==> config.mk <==
export PLATFORM = sky130hd
export DESIGN_NAME = sram_ctrl
export DESIGN_NICKNAME = d
export VERILOG_FILES = /design/src/rtl/sram_ctrl_pkg.sv /design/src/rtl/sram_ctrl_timer.sv /design/src/rtl/sram_ctrl_fsm.sv /design/src/rtl/sram_ctrl_pins.sv /design/src/rtl/sram_ctrl.sv
export SDC_FILE = /design/constraint.sdc
export NUM_CORES = 1
export LEC_CHECK = 0
export BUFFER_PORTS_ARGS = -buffer_cell sky130_fd_sc_hd__buf_4
export CAP_MARGIN = 5
export CORE_ASPECT_RATIO = 2
export CORE_MARGIN = 2
export CORE_UTILIZATION = 50
export DETAILED_ROUTE_END_ITERATION = 7
export PLACE_DENSITY_LB_ADDON = 0.15
export SETUP_SLACK_MARGIN = 0.15
export SYNTH_ARGS = -nofsm -noshare
export SYNTH_HDL_FRONTEND = slang
export SYNTH_HIERARCHICAL = 1
export SYNTH_SLANG_ARGS = --single-unit
==> constraint.sdc <==
create_clock -name clk_i -period 2.7 [get_ports clk_i]
set_input_delay 0.135 -clock clk_i [delete_from_list [all_inputs] [get_ports clk_i]]
set_output_delay 0.135 -clock clk_i [all_outputs]
set_load 0.03 [all_outputs]
==> src/rtl/sram_ctrl_pkg.sv <==
package sram_ctrl_pkg;

  typedef enum logic [2:0] {
    ST_IDLE,
    ST_W_SETUP,
    ST_W_PULSE,
    ST_W_END,
    ST_R_ACCESS,
    ST_R_RECOVER
  } state_e;

  typedef struct packed {
    logic ce_n;
    logic we_n;
    logic oe;
  } pin_ctl_t;

  function automatic int unsigned to_cycles(int unsigned t_ns, int unsigned clk_ns);
    int unsigned c;
    c = (t_ns + clk_ns - 1) / clk_ns;
    if (c == 0) c = 1;
    return c;
  endfunction

  function automatic int unsigned max2(int unsigned a, int unsigned b);
    return (a > b) ? a : b;
  endfunction

  // strobe and drive levels held by each state
  function automatic pin_ctl_t pin_decode(state_e s);
    pin_ctl_t p;
    unique case (s)
      ST_W_SETUP:  p = '{ce_n: 1'b1, we_n: 1'b0, oe: 1'b1};
      ST_W_PULSE:  p = '{ce_n: 1'b0, we_n: 1'b0, oe: 1'b1};
      ST_W_END:    p = '{ce_n: 1'b1, we_n: 1'b1, oe: 1'b1};
      ST_R_ACCESS: p = '{ce_n: 1'b0, we_n: 1'b1, oe: 1'b0};
      default:     p = '{ce_n: 1'b1, we_n: 1'b1, oe: 1'b0};
    endcase
    return p;
  endfunction

endpackage

==> src/rtl/sram_ctrl_timer.sv <==
module sram_ctrl_timer #(
  parameter int unsigned CNT_W = 2
) (
  input  logic             clk_i,
  input  logic             rst_ni,
  input  logic             load_i,
  input  logic [CNT_W-1:0] load_val_i,
  output logic             expired_o
);

  logic [CNT_W-1:0] cnt_q;

  always_ff @(posedge clk_i or negedge rst_ni) begin
    if (!rst_ni)              cnt_q <= '0;
    else if (load_i)          cnt_q <= load_val_i;
    else if (cnt_q != '0)     cnt_q <= cnt_q - 1'b1;
  end

  assign expired_o = (cnt_q == '0);

endmodule

==> src/rtl/sram_ctrl_fsm.sv <==
module sram_ctrl_fsm
  import sram_ctrl_pkg::*;
#(
  parameter int unsigned PWE_CYC = 3,
  parameter int unsigned ACC_CYC = 3,
  parameter int unsigned RCV_CYC = 2,
  parameter int unsigned CNT_W   = 2
) (
  input  logic             clk_i,
  input  logic             rst_ni,
  input  logic             req_i,
  input  logic             we_i,
  input  logic             expired_i,
  output state_e           state_d_o,
  output logic             ready_o,
  output logic             accept_o,
  output logic             load_o,
  output logic [CNT_W-1:0] load_val_o,
  output logic             capture_o,
  output logic             finish_o
);

  localparam logic [CNT_W-1:0] PWE_LD = CNT_W'(PWE_CYC - 1);
  localparam logic [CNT_W-1:0] ACC_LD = CNT_W'(ACC_CYC - 1);
  localparam logic [CNT_W-1:0] RCV_LD = CNT_W'(RCV_CYC - 1);

  state_e state_q, state_d;

  always_comb begin
    state_d    = state_q;
    accept_o   = 1'b0;
    load_o     = 1'b0;
    load_val_o = '0;
    capture_o  = 1'b0;
    finish_o   = 1'b0;
    unique case (state_q)
      ST_IDLE: if (req_i) begin
        accept_o = 1'b1;
        load_o   = 1'b1;
        if (we_i) begin
          state_d = ST_W_SETUP;
        end else begin
          state_d    = ST_R_ACCESS;
          load_val_o = ACC_LD;
        end
      end
      ST_W_SETUP: begin
        state_d    = ST_W_PULSE;
        load_o     = 1'b1;
        load_val_o = PWE_LD;
      end
      ST_W_PULSE: if (expired_i) state_d = ST_W_END;
      ST_W_END: begin
        state_d  = ST_IDLE;
        finish_o = 1'b1;
      end
      ST_R_ACCESS: if (expired_i) begin
        state_d    = ST_R_RECOVER;
        capture_o  = 1'b1;
        finish_o   = 1'b1;
        load_o     = 1'b1;
        load_val_o = RCV_LD;
      end
      ST_R_RECOVER: if (expired_i) state_d = ST_IDLE;
      default: state_d = ST_IDLE;
    endcase
  end

  always_ff @(posedge clk_i or negedge rst_ni) begin
    if (!rst_ni) state_q <= ST_IDLE;
    else         state_q <= state_d;
  end

  assign state_d_o = state_d;
  assign ready_o   = (state_q == ST_IDLE);

endmodule

==> src/rtl/sram_ctrl_pins.sv <==
module sram_ctrl_pins
  import sram_ctrl_pkg::*;
#(
  parameter int unsigned ADDR_W = 12,
  parameter int unsigned DATA_W = 4
) (
  input  logic              clk_i,
  input  logic              rst_ni,
  input  state_e            state_d_i,
  input  logic              accept_i,
  input  logic              capture_i,
  input  logic              finish_i,
  input  logic [ADDR_W-1:0] addr_i,
  input  logic [DATA_W-1:0] wdata_i,
  input  logic [DATA_W-1:0] sram_dq_i,
  output logic              done_o,
  output logic [DATA_W-1:0] rdata_o,
  output logic [ADDR_W-1:0] sram_addr_o,
  output logic              sram_ce_n_o,
  output logic              sram_we_n_o,
  output logic [DATA_W-1:0] sram_dq_o,
  output logic              sram_dq_oe_o
);

  pin_ctl_t ctl_q;

  // strobes registered from next state: glitch-free, aligned with state
  always_ff @(posedge clk_i or negedge rst_ni) begin
    if (!rst_ni) begin
      ctl_q       <= '{ce_n: 1'b1, we_n: 1'b1, oe: 1'b0};
      done_o      <= 1'b0;
      rdata_o     <= '0;
      sram_addr_o <= '0;
      sram_dq_o   <= '0;
    end else begin
      ctl_q  <= pin_decode(state_d_i);
      done_o <= finish_i;
      if (accept_i) begin
        sram_addr_o <= addr_i;
        sram_dq_o   <= wdata_i;
      end
      if (capture_i) rdata_o <= sram_dq_i;
    end
  end

  assign sram_ce_n_o  = ctl_q.ce_n;
  assign sram_we_n_o  = ctl_q.we_n;
  assign sram_dq_oe_o = ctl_q.oe;

endmodule

==> src/rtl/sram_ctrl.sv <==
module sram_ctrl
  import sram_ctrl_pkg::*;
#(
  parameter int unsigned ADDR_W     = 12,
  parameter int unsigned DATA_W     = 4,
  parameter int unsigned T_CLK_NS   = 5,
  parameter int unsigned T_AA_NS    = 15,
  parameter int unsigned T_PWE_NS   = 12,
  parameter int unsigned T_SD_NS    = 10,
  parameter int unsigned T_AW_NS    = 12,
  parameter int unsigned T_WC_NS    = 15,
  parameter int unsigned T_HZCE_NS  = 8
) (
  input  logic              clk_i,
  input  logic              rst_ni,
  input  logic              req_i,
  input  logic              we_i,
  input  logic [ADDR_W-1:0] addr_i,
  input  logic [DATA_W-1:0] wdata_i,
  output logic              ready_o,
  output logic              done_o,
  output logic [DATA_W-1:0] rdata_o,
  output logic [ADDR_W-1:0] sram_addr_o,
  output logic              sram_ce_n_o,
  output logic              sram_we_n_o,
  output logic [DATA_W-1:0] sram_dq_o,
  output logic              sram_dq_oe_o,
  input  logic [DATA_W-1:0] sram_dq_i
);

  localparam int unsigned WC_CYC  = to_cycles(T_WC_NS, T_CLK_NS);
  localparam int unsigned WC_PUL  = (WC_CYC > 2) ? WC_CYC - 2 : 1;
  localparam int unsigned PWE_CYC = max2(max2(to_cycles(T_PWE_NS, T_CLK_NS),
                                              to_cycles(T_SD_NS, T_CLK_NS)),
                                         max2(to_cycles(T_AW_NS, T_CLK_NS), WC_PUL));
  localparam int unsigned ACC_CYC = to_cycles(T_AA_NS, T_CLK_NS);
  localparam int unsigned RCV_CYC = to_cycles(T_HZCE_NS, T_CLK_NS);
  localparam int unsigned MAX_CYC = max2(max2(PWE_CYC, ACC_CYC), RCV_CYC);
  localparam int unsigned CNT_W   = (MAX_CYC < 2) ? 1 : $clog2(MAX_CYC);

  state_e           state_d;
  logic             accept, load, expired, capture, finish;
  logic [CNT_W-1:0] load_val;

  sram_ctrl_fsm #(
    .PWE_CYC (PWE_CYC),
    .ACC_CYC (ACC_CYC),
    .RCV_CYC (RCV_CYC),
    .CNT_W   (CNT_W)
  ) u_fsm (
    .clk_i      (clk_i),
    .rst_ni     (rst_ni),
    .req_i      (req_i),
    .we_i       (we_i),
    .expired_i  (expired),
    .state_d_o  (state_d),
    .ready_o    (ready_o),
    .accept_o   (accept),
    .load_o     (load),
    .load_val_o (load_val),
    .capture_o  (capture),
    .finish_o   (finish)
  );

  sram_ctrl_timer #(
    .CNT_W (CNT_W)
  ) u_timer (
    .clk_i      (clk_i),
    .rst_ni     (rst_ni),
    .load_i     (load),
    .load_val_i (load_val),
    .expired_o  (expired)
  );

  sram_ctrl_pins #(
    .ADDR_W (ADDR_W),
    .DATA_W (DATA_W)
  ) u_pins (
    .clk_i        (clk_i),
    .rst_ni       (rst_ni),
    .state_d_i    (state_d),
    .accept_i     (accept),
    .capture_i    (capture),
    .finish_i     (finish),
    .addr_i       (addr_i),
    .wdata_i      (wdata_i),
    .sram_dq_i    (sram_dq_i),
    .done_o       (done_o),
    .rdata_o      (rdata_o),
    .sram_addr_o  (sram_addr_o),
    .sram_ce_n_o  (sram_ce_n_o),
    .sram_we_n_o  (sram_we_n_o),
    .sram_dq_o    (sram_dq_o),
    .sram_dq_oe_o (sram_dq_oe_o)
  );

endmodule

# Word level (Yosys, flattened, before mapping)
# Cells that the tools add are included.
# Widths: inputs -> output; s select.
dict set report op_classes {
  add_sub_neg 1
  n_reduce_logical 4
  eq_ne 9
  n_mux 19
}
# operator n
set op_table {}
lappend op_table {{$mux 3} 5}
lappend op_table {{$pmux 3 s5} 1}
lappend op_table {{$eq 3x2->1 const B} 4}
lappend op_table {{$pmux 3 s4} 1}
lappend op_table {{$eq 3x3->1 const B} 3}
lappend op_table {{$mux 2} 4}
lappend op_table {{$eq 3x1->1 const B} 2}
lappend op_table {{$pmux 2 s3} 1}
lappend op_table {{$mux 1} 5}
lappend op_table {{$reduce_bool 2->1} 2}
lappend op_table {{$logic_not 3->1} 1}
lappend op_table {{$pmux 1 s3} 1}
lappend op_table {{$logic_not 2->1} 1}
lappend op_table {{$pmux 1 s2} 1}
lappend op_table {{$sub 2x1->2 const B} 1}
dict set report word_totals {
  inputBits 24
  regBits 29
}

# Depth between registers and ports, before layout
dict set report logic_depth {
  depth_word 5
  mapped_depth 7
}

# Cells and area by module
# Netlist, hierarchy kept.
# module seq_area_each_um2 area_per_inst_um2 cells_per_inst instances
set modules_own_cells {}
lappend modules_own_cells {sram_ctrl_pins 603.1 934.6 52 1}
lappend modules_own_cells {sram_ctrl_fsm 75.1 261.5 30 1}
lappend modules_own_cells {sram_ctrl_timer 50.0 113.9 12 1}

# Worst setup path before layout
# OpenSTA, ideal clock, no wires.
dict set report synth_path {
  kind {flip-flop to flip-flop}
  startpoint {register u_timer.cnt_q[0]}
  endpoint {register u_timer.cnt_q[1]}
  required_time_ns 2.576
  arrival_ns 1.495
  path_slack_ns 1.081
  setup_ns 0.124
  period_less_slack_ns 1.619
  stages_incl_launch_ff 8
  path_cell_list {dfrtp_1 -> inv_1 -> ha_1 -> nor2b_2 -> nor2b_1 -> nor3_1 -> or2b_1 -> o31a_1}
}
dict set report synth_between {
  elab_chain_len 4
}
# element line
set synth_lines {}
lappend synth_lines {{start: declaration} sram_ctrl_timer.sv:11} ;# logic [CNT_W-1:0] cnt_q;
lappend synth_lines {{start signal: assignment} sram_ctrl_timer.sv:15} ;# else if (load_i) cnt_q <= load_val_i;
lappend synth_lines {{start signal: assignment} sram_ctrl_timer.sv:16} ;# else if (cnt_q != '0) cnt_q <= cnt_q - 1'b1;
lappend synth_lines {{$logic_not 2->1 *} sram_ctrl_timer.sv:19} ;# assign expired_o = (cnt_q == '0);
lappend synth_lines {{via expired} sram_ctrl.sv:42} ;# logic accept, load, expired, capture, finish;
lappend synth_lines {{$mux 1 *} sram_ctrl_fsm.sv:57} ;# ST_R_ACCESS: if (expired_i) begin
lappend synth_lines {{$pmux 1 s3 *} sram_ctrl_fsm.sv:36} ;# unique case (state_q)
lappend synth_lines {{via load} sram_ctrl.sv:42}
lappend synth_lines {{$mux 2 / $reduce_bool 2->1 (equally long branches)} --}
# Mark *: on every way through the listed nets, which the timed path passes. The rest lies on a longest branch. The select of a mux whose other input is x is not followed.
# A chain may end at the register's enable or synchronous reset.

# Final worst setup path
# Ends and elaborated chain as after synthesis.

==> flow_metrics.env <==
export IMPL_tightestPinTransition_ns=0.411
export IMPL_cp_arrival_ns=1.99
export IMPL_port_buffers=48
export IMPL_ys_warnings_count=6
export IMPL_whs_ns=0.0947
export IMPL_syn_avg_cell_area_um2=13.9
export IMPL_cts_tree="done"
export IMPL_worstSetupPathType="reg -> reg"
export IMPL_drive_above_1_share=0.555
export IMPL_cts_buffers=5
export IMPL_finalCritPeriodShare=0.679
export IMPL_placed_area_um2=1650
export IMPL_end_kind="flop"
export IMPL_num_vias=871
export IMPL_grt_overflow=0
export IMPL_critPathMaxFanout=6
export IMPL_antenna_cells=0
export IMPL_syn_cell_area_um2=1310
export IMPL_seq_area_um2=728
export IMPL_hold_viol=0
export IMPL_p_leak_uw=0.000867
export IMPL_final_area_um2=1760
export IMPL_post_cts_buffers=0
export IMPL_grtUsageTotal=0.196
export IMPL_cpMaxStageDelayCell="dfrtp_1"
export IMPL_cap_violations=0
export IMPL_status="complete, no violations"
export IMPL_dieArea_um2=3070
export IMPL_synth_top_area_cell="dfrtp_1"
export IMPL_fmax_mhz=545
export IMPL_cts_resized=0
export IMPL_synth_seq_area_share=0.556
export IMPL_post_dp_hpwl_um=1940
export IMPL_num_rows=26
export IMPL_crit_family="simple AND/OR/NAND/NOR gates"
export IMPL_final_cell_count_no_fill=174
export IMPL_path_clk_slew_ns=0.06
export IMPL_ant_nets=0
export IMPL_slew_viol_final=0
export IMPL_insertion_delay_ns=0.27
export IMPL_path_cells="inv_1 -> ha_1 -> nor2b_2 -> nor2b_1 -> nor3_1 -> or2b_1 -> o31a_1"
export IMPL_initial_core_util=0.516
export IMPL_synthCells=94
export IMPL_finClkSkew_ns=0.00368
export IMPL_ys_ff_latch=29
export IMPL_grt_pass1_vias=942
export IMPL_p_total_uw=2520
export IMPL_drc=0
export IMPL_wl_per_cell_um=14.5
export IMPL_grt_antenna_before_repair=0
export IMPL_synth_net_count=119
export IMPL_die_y_um=76.4
export IMPL_clock_sinks=29
export IMPL_start_kind="flop"
export IMPL_wl_um=2520
export IMPL_grt_pass1_wl_um=4210
export IMPL_slowest_delay_ns=0.39
export IMPL_io_pins=49
export IMPL_ir_drop_uv=793
export IMPL_finalCriticalPeriod_ns=1.83
export IMPL_vias_per_cell=5.01
export IMPL_setup_viol=0
export IMPL_die_x_um=40.2
export IMPL_hold_path_class="in -> reg"
export IMPL_htreeDepth=2
export IMPL_fin_tns_setup_ns=0
export IMPL_dr_first_iter_drc_count=2
export IMPL_fillers=195
export IMPL_worstPathRequired_ns=2.85
export IMPL_multiInputGateArea_um2=504
export IMPL_dr_pass1_iters=2
export IMPL_slew_headroom=0.726
export IMPL_cp_buffers_inverters=1
export IMPL_clock_path_buffers=2
export IMPL_dp_cells=165
export IMPL_clockRootBuffer="clkbuf_8"
export IMPL_grt_max_degree=30
export IMPL_ys_types=28
export IMPL_nNetsFinal=170
export IMPL_syn_to_final_growth_pct=34.2
export IMPL_synth_area_leaders="dfrtp_1 52%, mux2_4 11%, mux2_2 8.6%, dfstp_2 4.0%, xor2_1 2.7%"
export IMPL_rsz0062_at_grt="no"
export IMPL_core_um2=2540
export IMPL_globalplace_congestion=0.786
export IMPL_power_density_nw_per_um2=1440
export IMPL_synth_top_area_frac=0.516
[cell usage after synthesis]
cell type	number
xor2_1	4
mux2_4	10
nor2_1	5
ha_1	1
nor4b_4	1
inv_1	3
nor2b_1	2
nor3_1	4
nand2_1	4
a22oi_1	1
dfrtp_1	27
o31a_1	1
a21oi_1	2
nand2b_1	2
and2_1	2
or2b_1	1
dfstp_2	2
xnor2_1	1
o21ai_0	1
mux2_2	10
buf_4	1
nor2b_2	1
nand3b_1	1
o21bai_1	1
buf_12	1
buf_2	1
nor3b_1	1
buf_6	3
[area by class of cell]
class                      instances  area share
clock buffer                       7      0.0548
clock inverter                     1     0.00285
inverter                           3     0.00641
multi-input combinational         56       0.287
sequential                        29       0.414
tap                               28      0.0199
timing repair buffer              50       0.215
[flip-flops by register name (all words and copies together) (netlist names)]
name                 count
u_pins/sram_dq_oe_o      1
u_pins/rdata_o           4
u_pins/sram_dq_o         4
u_pins/sram_we_n_o       1
u_pins/sram_ce_n_o       1
u_pins/done_o            1
u_pins/sram_addr_o      12
u_fsm/state_q            3
u_timer/cnt_q            2
[cell families (layout without fill, tap and decap cells)]
logic type               Yosys count  in the layout  synth area share
AND/OR/NAND/NOR                   24             24             0.112
AO/OA/AOI/OAI                      6              6            0.0296
flip-flops                        29             29             0.556
buffers and inverters              9             61            0.0592
adder cells (fa/ha/maj)            1              1           0.00955
multiplexers                      20             20             0.201
XOR/XNOR                           5              5            0.0334
[stage by stage]
| step | setup WS [ns] | utilization |
|---|---|---|
| floorplan | 1.08 | - |
| global placement | 0.995 | 0.649 |
| detailed placement | 0.866 | 0.649 |
| CTS | 0.849 | 0.693 |
| global route | 0.732 | 0.693 |
| finish | 0.866 | 0.693 |
[routing by layer]
layer | wire length, µm | global-route usage
met5 | 0 | 0
met2 | 1420 | 0.326
met3 | 180 | 0.0466
met4 | 46 | 0.0900
met1 | 875 | 0.217
[where the power goes]
part	switching (µW)	internal [µW]	leakage, µW
Sequential	149	663	0.000346
Clock	150	230	0.0000542
Combinational	723	611	0.000467
Total	1020	1500	0.000867
[worst reg2reg max path, stage by stage, from the launching register on]
cell and delay, ns:
dfrtp_1 0.39, inv_1 0.07, ha_1 0.28, nor2b_2 0.22, nor2b_1 0.07, nor3_1 0.32
or2b_1 0.27, o31a_1 0.10
[layout by cell type (no fill, tap or decap)]
| master | instances |
|---|---|
| nand2_1 | 4 |
| dlygate4sd3_1 | 1 |
| dfstp_2 | 2 |
| nor2b_1 | 2 |
| nor2_1 | 5 |
| a21oi_1 | 2 |
| mux2_2 | 10 |
| and2_1 | 2 |
| or2b_1 | 1 |
| o21ai_0 | 1 |
| nor3_1 | 4 |
| buf_4 | 49 |
| xnor2_1 | 1 |
| nand3b_1 | 1 |
| xor2_1 | 4 |
| dfrtp_1 | 27 |
| nor3b_1 | 1 |
| o21bai_1 | 1 |
| o31a_1 | 1 |
| inv_1 | 3 |
| nand2b_1 | 2 |
| a22oi_1 | 1 |
| nor4b_4 | 1 |
| mux2_4 | 10 |
| clkinv_2 | 1 |
| ha_1 | 1 |
| nor2b_2 | 1 |
| clkbuf_8 | 7 |
[final timing paths]
| kind | from | end | slack, ns | cells after the start |
|---|---|---|---|---|
| worst min-delay path | addr_i[3] | u_pins/sram_addr_o[3] | 0.09 | 2 |
| worst max-delay path | u_timer/cnt_q[0] | u_timer/cnt_q[1] | 0.87 | 7 |
| max in group asynchronous | rst_ni | u_pins/sram_we_n_o | 2.07 | 2 |
| min in group asynchronous | rst_ni | u_pins/sram_addr_o[3] | 0.32 | 2 |
| worst max register to register | u_timer/cnt_q[0] | u_timer/cnt_q[1] | 0.87 | 7 |
| worst min register to register | u_pins/rdata_o[3] | u_pins/rdata_o[3] | 0.51 | 1 |
[timing repair]
action | CTS | global route
setup endpoints to repair | 0 | 0
hold buffers | 1 | 0
endpoints found under the hold margin | 27 | 0
Power figures use the tool's default switching activity.
